### src/rtl/rmx_pkg.sv
package rmx_pkg;
  typedef enum logic {
    ST_IDLE = 1'b0,
    ST_XFER = 1'b1
  } rmx_state_e;

  // Scan slots used by the control-register mode
  localparam int unsigned CTL_SLOTS = 3;
endpackage

### src/rtl/rmx_list_build.sv
module rmx_list_build #(
  parameter int unsigned NREG = 8
) (
  input  logic                 ctl_mode,
  input  logic [15:0]          ext_word,
  input  logic [NREG*NREG-1:0] dreg_lo,
  output logic [NREG-1:0]      slot_mask
);
  localparam int unsigned IW = $clog2(NREG);

  logic [NREG-1:0] dreg_arr [NREG];
  logic [NREG-1:0] list;
  logic [NREG-1:0] data_mask;
  logic [NREG-1:0] ctl_mask;
  logic [IW-1:0]   dsel;
  logic            unused_ext;

  assign unused_ext = ^{ext_word[15:14], ext_word[9:8]};
  assign dsel       = ext_word[4 +: IW];

  for (genvar g = 0; g < NREG; g++) begin : g_dreg
    assign dreg_arr[g] = dreg_lo[g*NREG +: NREG];
    // slot g takes list bit NREG-1-g: the scan runs from the top bit down
    assign data_mask[g] = list[NREG-1-g];
  end

  assign list = ext_word[11] ? dreg_arr[dsel] : ext_word[NREG-1:0];

  always_comb begin
    ctl_mask    = '0;
    ctl_mask[0] = ext_word[12];
    ctl_mask[1] = ext_word[11];
    ctl_mask[2] = ext_word[10];
  end

  assign slot_mask = ctl_mode ? ctl_mask : data_mask;
endmodule

### src/rtl/rmx_first_pick.sv
module rmx_first_pick #(
  parameter int unsigned N = 8
) (
  input  logic [N-1:0]         mask,
  output logic                 found,
  output logic [$clog2(N)-1:0] idx,
  output logic [N-1:0]         rest
);
  localparam int unsigned IW = $clog2(N);

  always_comb begin
    found = 1'b0;
    idx   = '0;
    for (int i = N - 1; i >= 0; i--) begin
      if (mask[i]) begin
        found = 1'b1;
        idx   = IW'(i);
      end
    end
  end

  always_comb begin
    rest = mask;
    for (int i = 0; i < N; i++) begin
      if (found && (IW'(i) == idx)) rest[i] = 1'b0;
    end
  end
endmodule

### src/rtl/rmx_addr_step.sv
module rmx_addr_step #(
  parameter int unsigned AW = 32,
  parameter int unsigned SW = 4
) (
  input  logic [AW-1:0] cur,
  input  logic          predec,
  input  logic [SW-1:0] size,
  output logic [AW-1:0] xfer_addr,
  output logic [AW-1:0] after_addr
);
  logic [AW-1:0] lowered;

  assign lowered    = cur - AW'(size);
  assign xfer_addr  = predec ? lowered : cur;
  assign after_addr = predec ? lowered : cur + AW'(size);
endmodule

### src/rtl/rmx_seq.sv
module rmx_seq #(
  parameter int unsigned NREG   = 8,
  parameter int unsigned AW     = 32,
  parameter int unsigned DBYTES = 12,
  parameter int unsigned CBYTES = 4
) (
  input  logic                       clk,
  input  logic                       rst,
  input  logic                       start,
  input  logic                       ctl_mode,
  input  logic                       predec,
  input  logic                       ea_direct,
  input  logic                       ea_areg,
  input  logic [15:0]                ext_word,
  input  logic [NREG*NREG-1:0]       dreg_lo,
  input  logic [AW-1:0]              base_addr,
  input  logic                       mem_ack,
  input  logic                       mem_fault,
  output logic                       busy,
  output logic                       req_valid,
  output logic                       req_ctl,
  output logic [$clog2(NREG)-1:0]    req_reg,
  output logic                       req_to_mem,
  output logic [AW-1:0]              req_addr,
  output logic [$clog2(DBYTES+1)-1:0] req_size,
  output logic                       done,
  output logic                       fault,
  output logic                       illegal,
  output logic [AW-1:0]              final_addr
);
  import rmx_pkg::*;

  localparam int unsigned IW = $clog2(NREG);
  localparam int unsigned SW = $clog2(DBYTES + 1);

  rmx_state_e    state_q;
  logic          ctl_q, pd_q;
  logic [NREG-1:0] mask_q;
  logic [AW-1:0] cur_q;

  logic          idle;
  logic          mode_eff, pd_eff;
  logic [SW-1:0] size_eff;
  logic [NREG-1:0] built_mask, pick_in, pick_rest;
  logic          pick_found;
  logic [IW-1:0] pick_idx, pick_reg;
  logic [AW-1:0] cur_xfer, cur_after, next_base, next_xfer, next_after;
  logic [2:0]    csel;
  logic          bad_operand;
  logic          unused_step;

  assign idle     = (state_q == ST_IDLE);
  assign busy     = ~idle;
  assign mode_eff = idle ? ctl_mode : ctl_q;
  assign pd_eff   = idle ? predec : pd_q;
  assign size_eff = mode_eff ? SW'(CBYTES) : SW'(DBYTES);

  rmx_list_build #(.NREG(NREG)) u_list (
    .ctl_mode  (ctl_mode),
    .ext_word  (ext_word),
    .dreg_lo   (dreg_lo),
    .slot_mask (built_mask)
  );

  assign pick_in = idle ? built_mask : mask_q;

  rmx_first_pick #(.N(NREG)) u_pick (
    .mask  (pick_in),
    .found (pick_found),
    .idx   (pick_idx),
    .rest  (pick_rest)
  );

  // register index for the picked slot
  always_comb begin
    if (mode_eff)    pick_reg = IW'(CTL_SLOTS - 1) - pick_idx;
    else if (pd_eff) pick_reg = IW'(NREG - 1) - pick_idx;
    else             pick_reg = pick_idx;
  end

  // address after the transfer in flight
  rmx_addr_step #(.AW(AW), .SW(SW)) u_step_cur (
    .cur        (cur_q),
    .predec     (pd_q),
    .size       (size_eff),
    .xfer_addr  (cur_xfer),
    .after_addr (cur_after)
  );

  assign next_base = idle ? base_addr : cur_after;

  // address of the next transfer to issue
  rmx_addr_step #(.AW(AW), .SW(SW)) u_step_next (
    .cur        (next_base),
    .predec     (pd_eff),
    .size       (size_eff),
    .xfer_addr  (next_xfer),
    .after_addr (next_after)
  );

  assign unused_step = ^{cur_xfer, next_after};

  assign csel        = ext_word[12:10];
  assign bad_operand = ctl_mode && ea_direct &&
                       (($countones(csel) != 1) || (ea_areg && (csel[2] || csel[1])));

  always_ff @(posedge clk) begin
    if (rst) begin
      state_q    <= ST_IDLE;
      ctl_q      <= 1'b0;
      pd_q       <= 1'b0;
      mask_q     <= '0;
      cur_q      <= '0;
      req_valid  <= 1'b0;
      req_ctl    <= 1'b0;
      req_reg    <= '0;
      req_to_mem <= 1'b0;
      req_addr   <= '0;
      req_size   <= '0;
      done       <= 1'b0;
      fault      <= 1'b0;
      illegal    <= 1'b0;
      final_addr <= '0;
    end else begin
      done    <= 1'b0;
      fault   <= 1'b0;
      illegal <= 1'b0;
      unique case (state_q)
        ST_IDLE: begin
          if (start) begin
            ctl_q      <= ctl_mode;
            pd_q       <= predec;
            req_to_mem <= ext_word[13];
            cur_q      <= base_addr;
            if (bad_operand) begin
              done       <= 1'b1;
              illegal    <= 1'b1;
              final_addr <= base_addr;
            end else if (!pick_found) begin
              done       <= 1'b1;
              final_addr <= base_addr;
            end else begin
              state_q   <= ST_XFER;
              req_valid <= 1'b1;
              req_ctl   <= ctl_mode;
              req_reg   <= pick_reg;
              req_addr  <= next_xfer;
              req_size  <= size_eff;
              mask_q    <= pick_rest;
            end
          end
        end
        ST_XFER: begin
          if (mem_ack) begin
            if (mem_fault) begin
              state_q    <= ST_IDLE;
              req_valid  <= 1'b0;
              done       <= 1'b1;
              fault      <= 1'b1;
              final_addr <= cur_q;
            end else if (!pick_found) begin
              state_q    <= ST_IDLE;
              req_valid  <= 1'b0;
              done       <= 1'b1;
              final_addr <= cur_after;
            end else begin
              req_reg  <= pick_reg;
              req_addr <= next_xfer;
              mask_q   <= pick_rest;
              cur_q    <= cur_after;
            end
          end
        end
        default: state_q <= ST_IDLE;
      endcase
    end
  end
endmodule

### config.mk
export PLATFORM = sky130hd
export DESIGN_NAME = rmx_seq
export DESIGN_NICKNAME = d
export VERILOG_FILES = /design/src/rtl/rmx_pkg.sv /design/src/rtl/rmx_list_build.sv /design/src/rtl/rmx_first_pick.sv /design/src/rtl/rmx_addr_step.sv /design/src/rtl/rmx_seq.sv
export SDC_FILE = /design/constraint.sdc
export NUM_CORES = 1
export LEC_CHECK = 0
export CAP_MARGIN = 5
export CORE_MARGIN = 8
export CORE_UTILIZATION = 40
export DETAILED_ROUTE_END_ITERATION = 8
export GPL_ROUTABILITY_DRIVEN = 0
export MAX_ROUTING_LAYER = met4
export PLACE_DENSITY = 0.66
export SETUP_SLACK_MARGIN = 0.3
export SLEW_MARGIN = 15
export SYNTH_ARGS = -nofsm -noshare
export SYNTH_HDL_FRONTEND = slang
export SYNTH_SLANG_ARGS = --single-unit
export TNS_END_PERCENT = 1
### constraint.sdc
create_clock -name clk -period 9.7 [get_ports clk]
set_clock_uncertainty 0.15 [all_clocks]
set_input_delay 1.455 -clock clk [delete_from_list [all_inputs] [get_ports clk]]
set_output_delay 1.455 -clock clk [all_outputs]
set_load 0.01 [all_outputs]
---- After elaboration in Yosys (flattened, before gate mapping) ----
Index checks and enable logic that the tools add are counted.
storage, ports and cells
  bits in latches ......................... 0
  output and inout bits ................... 78
  memory bits (writable) .................. 0
  memories ................................ 0
  bits of input ports ..................... 121
  flip-flop bits (word level) ............. 120
  logic and storage cells ................. 155
  memory bits (read-only) ................. 0
cells by class
  shift-type cells ........................ 0
  $mul .................................... 0
  mux-type cells .......................... 89
  eq/ne operators ......................... 16
  reductions and logical operators ........ 22
  magnitude comparators ................... 1
  div/mod/pow operators ................... 0
  add/sub/neg operators ................... 7
  bitwise gates (word level) .............. 5
operator list
  kind                                                       number
  two-way mux 32 bit                                         18
  one-hot mux 32 bit (2 select lines)                        3
  two-way mux 8 bit                                          10
  subtractor 32 x 4 -> 32 bit                                2
  two-way mux 3 bit                                          15
  two-way mux 1 bit                                          36
  adder 32 x 4 -> 32 bit                                     1
  binary-select mux 8 bit (select 3 bit)                     1
  one-hot mux 8 bit (2 select lines)                         1
  AND reduction 4 bit                                        4
  equality test 3 bit (first input constant)                 4
  logical AND 1 bit                                          11
  inequality test 2 bit (second input constant)              4
  equality test 2 x 3 -> 1 bit (first input constant)        2
  one-hot mux 1 bit (2 select lines)                         3
  one-hot mux 3 bit (2 select lines)                         1
  OR reduction 3 bit                                         2
  AND reduction 5 bit                                        1
  greater-or-equal comparator 4 bit (second input constant)  1
  two-way mux 4 bit                                          1
  inequality test 2 x 1 -> 1 bit (second input constant)     2
  NOT 1 bit                                                  4
  NOT 3 -> 4 bit                                             1
  adder 2 x 1 -> 3 bit                                       1
  other kinds (10)                                           11

---- Longest topological paths before layout ----
Gate-level depths: netlist (run 1).
  depth in word-level cells ............... 22
  depth in mapped cells ................... 23

---- Modules after synthesis ----
A second synthesis (run 1) with hierarchy kept.
unflattened totals
  cells, all modules ...................... 1153
  area, all modules ....................... 9760.6 sq um
by module, submodules not included
  module                       cells each  times used  area each (sq um)
  rmx_seq                      571         1           5481.5
  rmx_addr_step (u_step_next)  265         1           1836.8
  rmx_addr_step (u_step_cur)   239         1           1652.8
  rmx_list_build               53          1           616.8
  rmx_first_pick               25          1           172.7

---- Least setup slack after synthesis (run 1) ----
No wires, ideal clock.
  path kind ............................... input -> register
  start ................................... input port ctl_mode
  end ..................................... register req_addr[26]
  arrival ................................. 5.387 ns
  data required time ...................... 9.433 ns
  path buffers ............................ 1
  cell stages on the path ................. 17
  slack ................................... 4.046 ns
  cell sequence ........................... clkbuf_1 nor2b_1 a21oi_1 inv_1 xnor2_1 ha_1 xor2_1 a21o_1 fa_1 or2_2 a2111oi_2 nand4_1 nor4b_4 nand3_2 nor4b_2 mux2i_1 nand2_1
between the ends
  elaborated cells on any way between the ends .. 28
RTL lines
  what                                                                   RTL line                                  RTL
  start, declared                                                        rmx_seq.sv:10                             input logic ctl_mode,
  two-way mux 1 bit (*)                                                  rmx_seq.sv:54                             assign mode_eff = idle ? ctl_mode : ctl_q;
  two-way mux 4 bit (*)                                                  rmx_seq.sv:56                             assign size_eff = mode_eff ? SW'(CBYTES) : SW'(DBYTES);
  adder 32 x 4 -> 32 bit or subtractor 32 x 4 -> 32 bit (tied branches)  rmx_addr_step.sv:15, rmx_addr_step.sv:13
  two-way mux 32 bit (*)                                                 rmx_addr_step.sv:15                       assign after_addr = predec ? lowered : cur + AW'(size);
  two-way mux 32 bit (*)                                                 rmx_seq.sv:90                             assign next_base = idle ? base_addr : cur_after;
  named net next_base[3]                                                 rmx_seq.sv:47                             logic [AW-1:0] cur_xfer, cur_after, next_base, next_xfer, next_after;
  subtractor 32 x 4 -> 32 bit (*)                                        rmx_addr_step.sv:13                       assign lowered = cur - AW'(size);
  two-way mux 32 bit (*)                                                 rmx_addr_step.sv:14                       assign xfer_addr = predec ? lowered : cur;
  two-way mux 32 bit (*)                                                 rmx_seq.sv:139, rmx_seq.sv:161
  two-way mux 32 bit (on tied branches)                                  rmx_seq.sv:155, rmx_seq.sv:135
  two-way mux 32 bit (on tied branches)                                  rmx_seq.sv:154, rmx_seq.sv:130
  one-hot mux 32 bit (2 select lines) (*)                                rmx_seq.sv:128                            unique case (state_q)
  end signal, assigned                                                   rmx_seq.sv:147                            req_addr <= next_xfer;
  end signal, assigned                                                   rmx_seq.sv:168                            req_addr <= next_xfer;
  end, declared                                                          rmx_seq.sv:24                             output logic [AW-1:0] req_addr,
Mark *: on every way through the listed nets, which the timed path passes. The rest lies on a longest branch. The select of a mux whose other input is x is not followed.
A chain may end at the register's enable or synchronous reset.

---- Worst setup path in the final report (run 1) ----
Same ends and word-level chain as after synthesis.

==> results of run 1 <==
-- synthesized netlist by cell type (16+ instances only) --
library cell / n / area share (%)
sky130_fd_sc_hd__a211oi_1: 52 / 4.6
sky130_fd_sc_hd__a21oi_1: 108 / 6.3
sky130_fd_sc_hd__buf_2: 24 / 1.4
sky130_fd_sc_hd__clkbuf_1: 38 / 1.7
sky130_fd_sc_hd__dfxtp_1: 118 / 28
sky130_fd_sc_hd__ha_1: 34 / 5.0
sky130_fd_sc_hd__inv_1: 23 / 1.0
sky130_fd_sc_hd__nand2_1: 151 / 6.6
sky130_fd_sc_hd__nand3_1: 33 / 1.9
sky130_fd_sc_hd__nand4_1: 16 / 1.2
sky130_fd_sc_hd__nor2_1: 113 / 4.9
sky130_fd_sc_hd__nor2b_1: 27 / 2.0
sky130_fd_sc_hd__nor3_1: 29 / 1.7
sky130_fd_sc_hd__o211ai_1: 19 / 1.7
sky130_fd_sc_hd__o21ai_0: 34 / 2.0
sky130_fd_sc_hd__xnor2_1: 22 / 2.2
-- final timing paths --
| check | from | to | slack [ps] | cells past startpoint |
|---|---|---|---|---|
| setup / recovery | ctl_mode | req_addr[26] | 3320 | 17 |
| hold reg to reg | final_addr[8] | final_addr[8] | 300 | 2 |
| hold / removal | final_addr[8] | final_addr[8] | 300 | 2 |
| setup reg to reg | busy | req_addr[26] | 4620 | 16 |
-- metal layers --
layer	wire (um)	global-route usage, %	vias to the layer above
li1	-	-	4314
met1	13200	28.5	4101
met2	13200	33.6	355
met3	2240	5.21	58
met4	762	7.37	0
met5	0	-	-
-- stage by stage --
step	utilization, %	cells	total power, mW	worst slack [ps]
3_3_place_gp	50.0	1497	1.15	2990
3_5_place_dp	50.0	1497	1.15	2910
4_1_cts	53.1	1529	1.85	3370
2_1_floorplan	-	1100	0.944	4050
6_report	53.1	1529	1.84	3320
5_1_grt	53.1	1529	1.93	2980
-- logic make-up after synthesis --
group                    after synthesis  share of synthesized area (%)
AND/OR/NAND/NOR                      446                           25.9
multiplexers                          27                           4.95
AO/OA/AOI/OAI                        328                           26.4
buffers and inverters                109                           6.27
XOR/XNOR                              34                           3.47
adder cells (fa/ha/maj)               36                           5.43
other                                  1                         0.0437
flip-flops                           118                           27.6
-- cells in the final DEF (no fill, tap or decap), drive strengths merged, types with 13 or more instances in the layout --
cell type        n
clkdlybuf4s50  191
nor2           113
o211ai          21
clkbuf          18
nor2b           27
dfxtp          118
inv             28
ha              34
xnor2           22
o21ai           40
nand2          151
a21oi          109
nand4           18
a31oi           15
buf             13
nand3           34
a211oi          54
nor3            30
-- power breakdown --
group	leakage (nW)	internal (mW)	switching, mW
registers	0.970	0.535	0.0347
logic	2.80	0.250	0.330
clock network	0.315	0.439	0.255
total	4.09	1.22	0.620
-- layout make-up --
class                           instances  area, um^2  share of cell area (%)
Clock buffer                           18         439                    3.94
Clock inverter                         14         200                    1.79
Tap cell                              275         344                    3.08
Multi-Input combinational cell        873        5700                    51.1
Inverter                               27         101                   0.908
Sequential cell                       118        2370                    21.2
Timing Repair Buffer                  204        2010                    18.0
-- worst reg2reg max path, stage by stage, from the launching register on --
cell                        delay, ps
sky130_fd_sc_hd__dfxtp_4          510
sky130_fd_sc_hd__nor2b_1          120
sky130_fd_sc_hd__a21oi_1          200
sky130_fd_sc_hd__inv_1            190
sky130_fd_sc_hd__xnor2_1          170
sky130_fd_sc_hd__ha_1             330
sky130_fd_sc_hd__xor2_1           150
sky130_fd_sc_hd__a21o_1           260
sky130_fd_sc_hd__fa_1             410
sky130_fd_sc_hd__or2_2            340
sky130_fd_sc_hd__a2111oi_2        430
sky130_fd_sc_hd__nand4_1          320
sky130_fd_sc_hd__nor4b_4          470
sky130_fd_sc_hd__nand3_2          290
sky130_fd_sc_hd__nor4b_2          350
sky130_fd_sc_hd__mux2i_1          220
sky130_fd_sc_hd__nand2_1           60
==> out/summary.log, run 1 <==
[logic_synthesis] Post-Synthesis Cells 1,099
[final_layout] post-synthesis to final-layout area growth 30.1%
[cts] TritonCTS clock tree done
[setup_path] CP bufs+invs 2
[setup_path] critical path's largest stage delay 640 ps
[global_route] via count of the first global-routing pass 8,510
[floorplan] effective utilization at floorplan 40.8%
[logic_synthesis] synth warn 0
[final_layout] finished layout cell area 11,200 um^2
[cts] CTS resizes 0
[flow_run] reported max-cap violation count 0
[final_layout] biggest registers after layout cur_q: 32 flops, final_addr: 32 flops, req_addr: 32 flops
[setup_path] Top Family by Delay on Critical Path simple AND/OR/NAND/NOR gates
[logic_synthesis] number of synthesized flops with an enable pin 0
[detailed_routing] via count 8,828
[detailed_routing] number of routed nets with antenna violations 0
[final_layout] ant diodes 0
[final_layout] Total Nets Final 1,398
[logic_synthesis] total of flip-flops plus latches after synthesis 118
[setup_path] CP Cell Sequence clkdlybuf4s50_1 -> nor2b_1 -> a21oi_1 -> inv_1 -> xnor2_1 -> ha_1 -> xor2_1 -> a21o_1 -> fa_1 -> or2_2 -> a2111oi_2 -> nand4_1 -> nor4b_4 -> nand3_2 -> nor4b_2 -> mux2i_1 -> nand2_1
[floorplan] die boundary height 162 um
[setup_path] slowest library cell on the worst path sky130_fd_sc_hd__clkdlybuf4s50_1
[timing] shortest period the worst path allows 6380 ps
[timing] Final setup violation count 0
[logic_synthesis] proportion of synthesized chip area in sequential cells 27.5%
[setup_path] arrival time worst endpoint 6560 ps
[setup_path] class of the most critical setup path in2reg
[detailed_routing] wirelength, routed 29,400 um
[worst_hold_path] hold crit path type reg2reg
[detailed_routing] DRT iter0 DRCs 676
[placement] half-perimeter wire length of the detailed placement result 21,400 um
[setup_path] Worst setup SP type primary input
[logic_synthesis] Most used DFF post-synth sky130_fd_sc_hd__dfxtp_1
[cts] CTS Buf Count 17
[cts] CTS clock-pin slew for the worst setup and hold paths 60 ps
[timing] Slew @ Worst Pin 1210 ps
[timing] final-layout setup total negative slack 0 ps
[final_layout] fraction of layout cells with a size suffix above 1 8.69%
[timing] count of final hold-check violations 0
[detailed_routing] DRC 0
[timing] upper clock frequency limit 157 MHz
[cts] maximum buffer depth of the clock tree 2
[cts] Clk Latency, worst-skew pair 440 ps
[global_route] antenna violations before repair 0
[pwr] Pleak 4.09 nW
[cts] root buf cell sky130_fd_sc_hd__clkbuf_16
[floorplan] io pins 199
[cts] TritonCTS Sinks 118
[detailed_routing] routed wirelength normalized by instance count 19.2 um
[cts] Clock H-tree levels 4
[setup_path] WP data required 9880 ps
[timing] final worst path period share 65.7%
[final_layout] # fillers 2,037
[pwr] Peak VDD IR 0.000102 V
[floorplan] Cell Rows 53
[floorplan] area of the core 21,000 um^2
[global_route] wire length of the first global-routing pass 45,500 um
[global_route] Overflow after GRT 0
[cts] cts hold-fix bufs 0
[logic_synthesis] share of flip-flops with an asynchronous set or reset 0%
[detailed_routing] first-pass iteration count of the detailed router 5
[placement] area post-placement 10,500 um^2
[logic_synthesis] synthesized area per cell 7.80 um^2
[floorplan] width of the chip 162 um
[global_route] Global Route Usage Sum 22.1%
[timing] headroom to the max-slew limit 18.7%
[setup_path] CP endpoint kind register
[setup_path] maximum fanout count along the critical path 9
[detailed_routing] Avg Vias per Cell 5.77
[cts] post-CTS setup buffers 0
[logic_synthesis] Yosys cell types 96
[timing] unrepaired setup endpoints after global routing no
[placement] # port buffers 192
[logic_synthesis] area of the mapped netlist 8570 um^2
[pwr] Pwr per Cell Area 165 nW/um^2
[global_route] maximum number of pins on one net before global-route repair 79
[status] status finished clean
[timing] final number of max-transition violations 0
[floorplan] die area 26,400 um^2
[timing] final worst hold slack 300 ps
No activity file was read; power rests on OpenSTA's default activity.
==> run 2, diff against run 1 <==
- PLACE_DENSITY: 0.66 -> 0.69
- clock period: 9.7 -> 5.65 ns (I/O delays scaled with it)
==> out/summary.log, run 2 (synthesis results as in run 1) <==
[timing] headroom to the max-slew limit 47.6%
[setup_path] WP data required 5820 ps
[detailed_routing] routed wirelength normalized by instance count 19.2 um
[final_layout] finished layout cell area 11,400 um^2
[setup_path] CP most frequent cell sky130_fd_sc_hd__ha_1
[final_layout] fraction of layout cells with a size suffix above 1 11.0%
[floorplan] die area 26,400 um^2
[cts] CTS Buf Count 17
[cts] TritonCTS clock tree done
[placement] # port buffers 192
[timing] final-layout setup total negative slack 0 ps
[detailed_routing] via count 9,077
[timing] Final setup violation count 0
[pwr] Pleak 4.22 nW
[final_layout] biggest registers after layout cur_q: 32 flops, final_addr: 32 flops, req_addr: 32 flops
[timing] final worst path period share 89.0%
[flow_run] reported max-cap violation count 0
[setup_path] Worst setup SP type primary input
[timing] count of final hold-check violations 0
[detailed_routing] Avg Vias per Cell 5.81
[placement] area post-placement 10,800 um^2
[final_layout] most common library cell in the layout ignoring fill and taps sky130_fd_sc_hd__clkdlybuf4s50_1
[timing] final number of max-transition violations 0
[pwr] Pwr per Cell Area 273 nW/um^2
[cts] CTS clock-pin slew for the worst setup and hold paths 60 ps
[cts] cts hold-fix bufs 0
[detailed_routing] DRT iter0 DRCs 720
[setup_path] CP endpoint kind register
[cts] maximum buffer depth of the clock tree 2
[cts] Clock H-tree levels 4
[cts] Clk Latency, worst-skew pair 430 ps
[final_layout] most frequent cells in the layout sky130_fd_sc_hd__clkdlybuf4s50_1, sky130_fd_sc_hd__nand2_1, sky130_fd_sc_hd__dfxtp_1
[setup_path] maximum fanout count along the critical path 5
[setup_path] CP Cell Sequence clkdlybuf4s50_1 -> nor2b_1 -> a21oi_1 -> inv_1 -> xnor2_1 -> ha_1 -> xor2_1 -> a21o_1 -> ha_1 -> o21ai_0 -> o2111ai_1 -> a211oi_2 -> and4_1 -> nand4_4 -> nor4_4 -> nand4_1 -> or4_1 -> a311oi_1
[placement] half-perimeter wire length of the detailed placement result 22,100 um
[setup_path] critical path's largest stage delay 490 ps
[final_layout] ant diodes 0
[cts] CTS resizes 0
[timing] upper clock frequency limit 199 MHz
[setup_path] slowest library cell on the worst path sky130_fd_sc_hd__or4_1
[global_route] wire length of the first global-routing pass 47,200 um
[floorplan] Cell Rows 53
[detailed_routing] number of routed nets with antenna violations 0
[cts] root buf cell sky130_fd_sc_hd__clkbuf_16
[detailed_routing] first-pass iteration count of the detailed router 5
[cts] post-CTS setup buffers 0
[final_layout] post-synthesis to final-layout area growth 32.5%
[global_route] Overflow after GRT 0
[final_layout] Finished Layout Cells 1,563
[cts] TritonCTS Sinks 118
[timing] Slew @ Worst Pin 786 ps
[detailed_routing] wirelength, routed 30,100 um
[status] status finished clean
[final_layout] end-of-flow core utilization 54.1%
[floorplan] effective utilization at floorplan 40.8%
[global_route] Global Route Usage Sum 22.9%
[setup_path] arrival time worst endpoint 5200 ps
[global_route] antenna violations before repair 0
[floorplan] area of the core 21,000 um^2
[timing] shortest period the worst path allows 5030 ps
[detailed_routing] DRC 0
[global_route] maximum number of pins on one net before global-route repair 70
[setup_path] setup slack on the worst flop-to-flop path 880 ps
[floorplan] width of the chip 162 um
[floorplan] die boundary height 162 um
[pwr] Peak VDD IR 0.000158 V
[worst_hold_path] hold crit path type reg2reg
[global_route] via count of the first global-routing pass 8,793
[timing] unrepaired setup endpoints after global routing yes
[setup_path] class of the most critical setup path in2reg
[placement] placed instance count 1,531
[final_layout] Total Nets Final 1,432
[floorplan] io pins 199
==> run 2: layout make-up <==
cell class	instances	area, um^2
well taps	275	344
repair buffers	238	2260
fillers	2001	9660
inverters	27	101
clock buffers	19	453
flip-flops and latches	118	2370
clock inverters	13	131
multi-input cells	873	5700
==> run 2: path summary, 6_finish.rpt <==
check             from           end  cells past startpoint
max           ctl_mode  req_addr[31]                     18
min          mask_q[4]     mask_q[4]                      2
max reg2reg       busy  req_addr[31]                     17
min reg2reg  mask_q[4]     mask_q[4]                      2
==> run 2: worst max-delay path: cells and delay by family <==
kind	cells	cell delay, ps
buf+inv	2	530
xor+xnor	2	300
compound gates	6	1360
simple gates	6	1530
fa+ha+maj	2	630
==> run 2: power breakdown <==
part | total, mW | internal [mW] | switching, mW
sequential | 0.983 | 0.919 | 0.0634
combinational | 1.04 | 0.456 | 0.581
clock | 1.09 | 0.667 | 0.419
total | 3.11 | 2.04 | 1.06
==> run 2: per-layer routing <==
layer  vias to the layer above  GRT usage [%]  wire, um
li1                       4391              -         -
met1                      4243           30.3     13600
met2                       392           35.2     13500
met3                        51           4.50      2480
met4                         0           5.30       511
met5                         -              -         0
==> run 2: metrics by stage <==
stage	power, mW	setup slack (ps)	hold WS (ps)
final	3.11	620	301
after global routing	3.26	276	322
after detailed placement	2.02	227	297
after CTS	3.10	581	303
after floorplan	1.62	494	277
after global placement	2.00	235	287
==> run 3, diff against run 2 <==
- SLEW_MARGIN: 15 -> not set
==> results of run 3 <==
No change in the layout: final DEF, timing and power equal those of run 2.
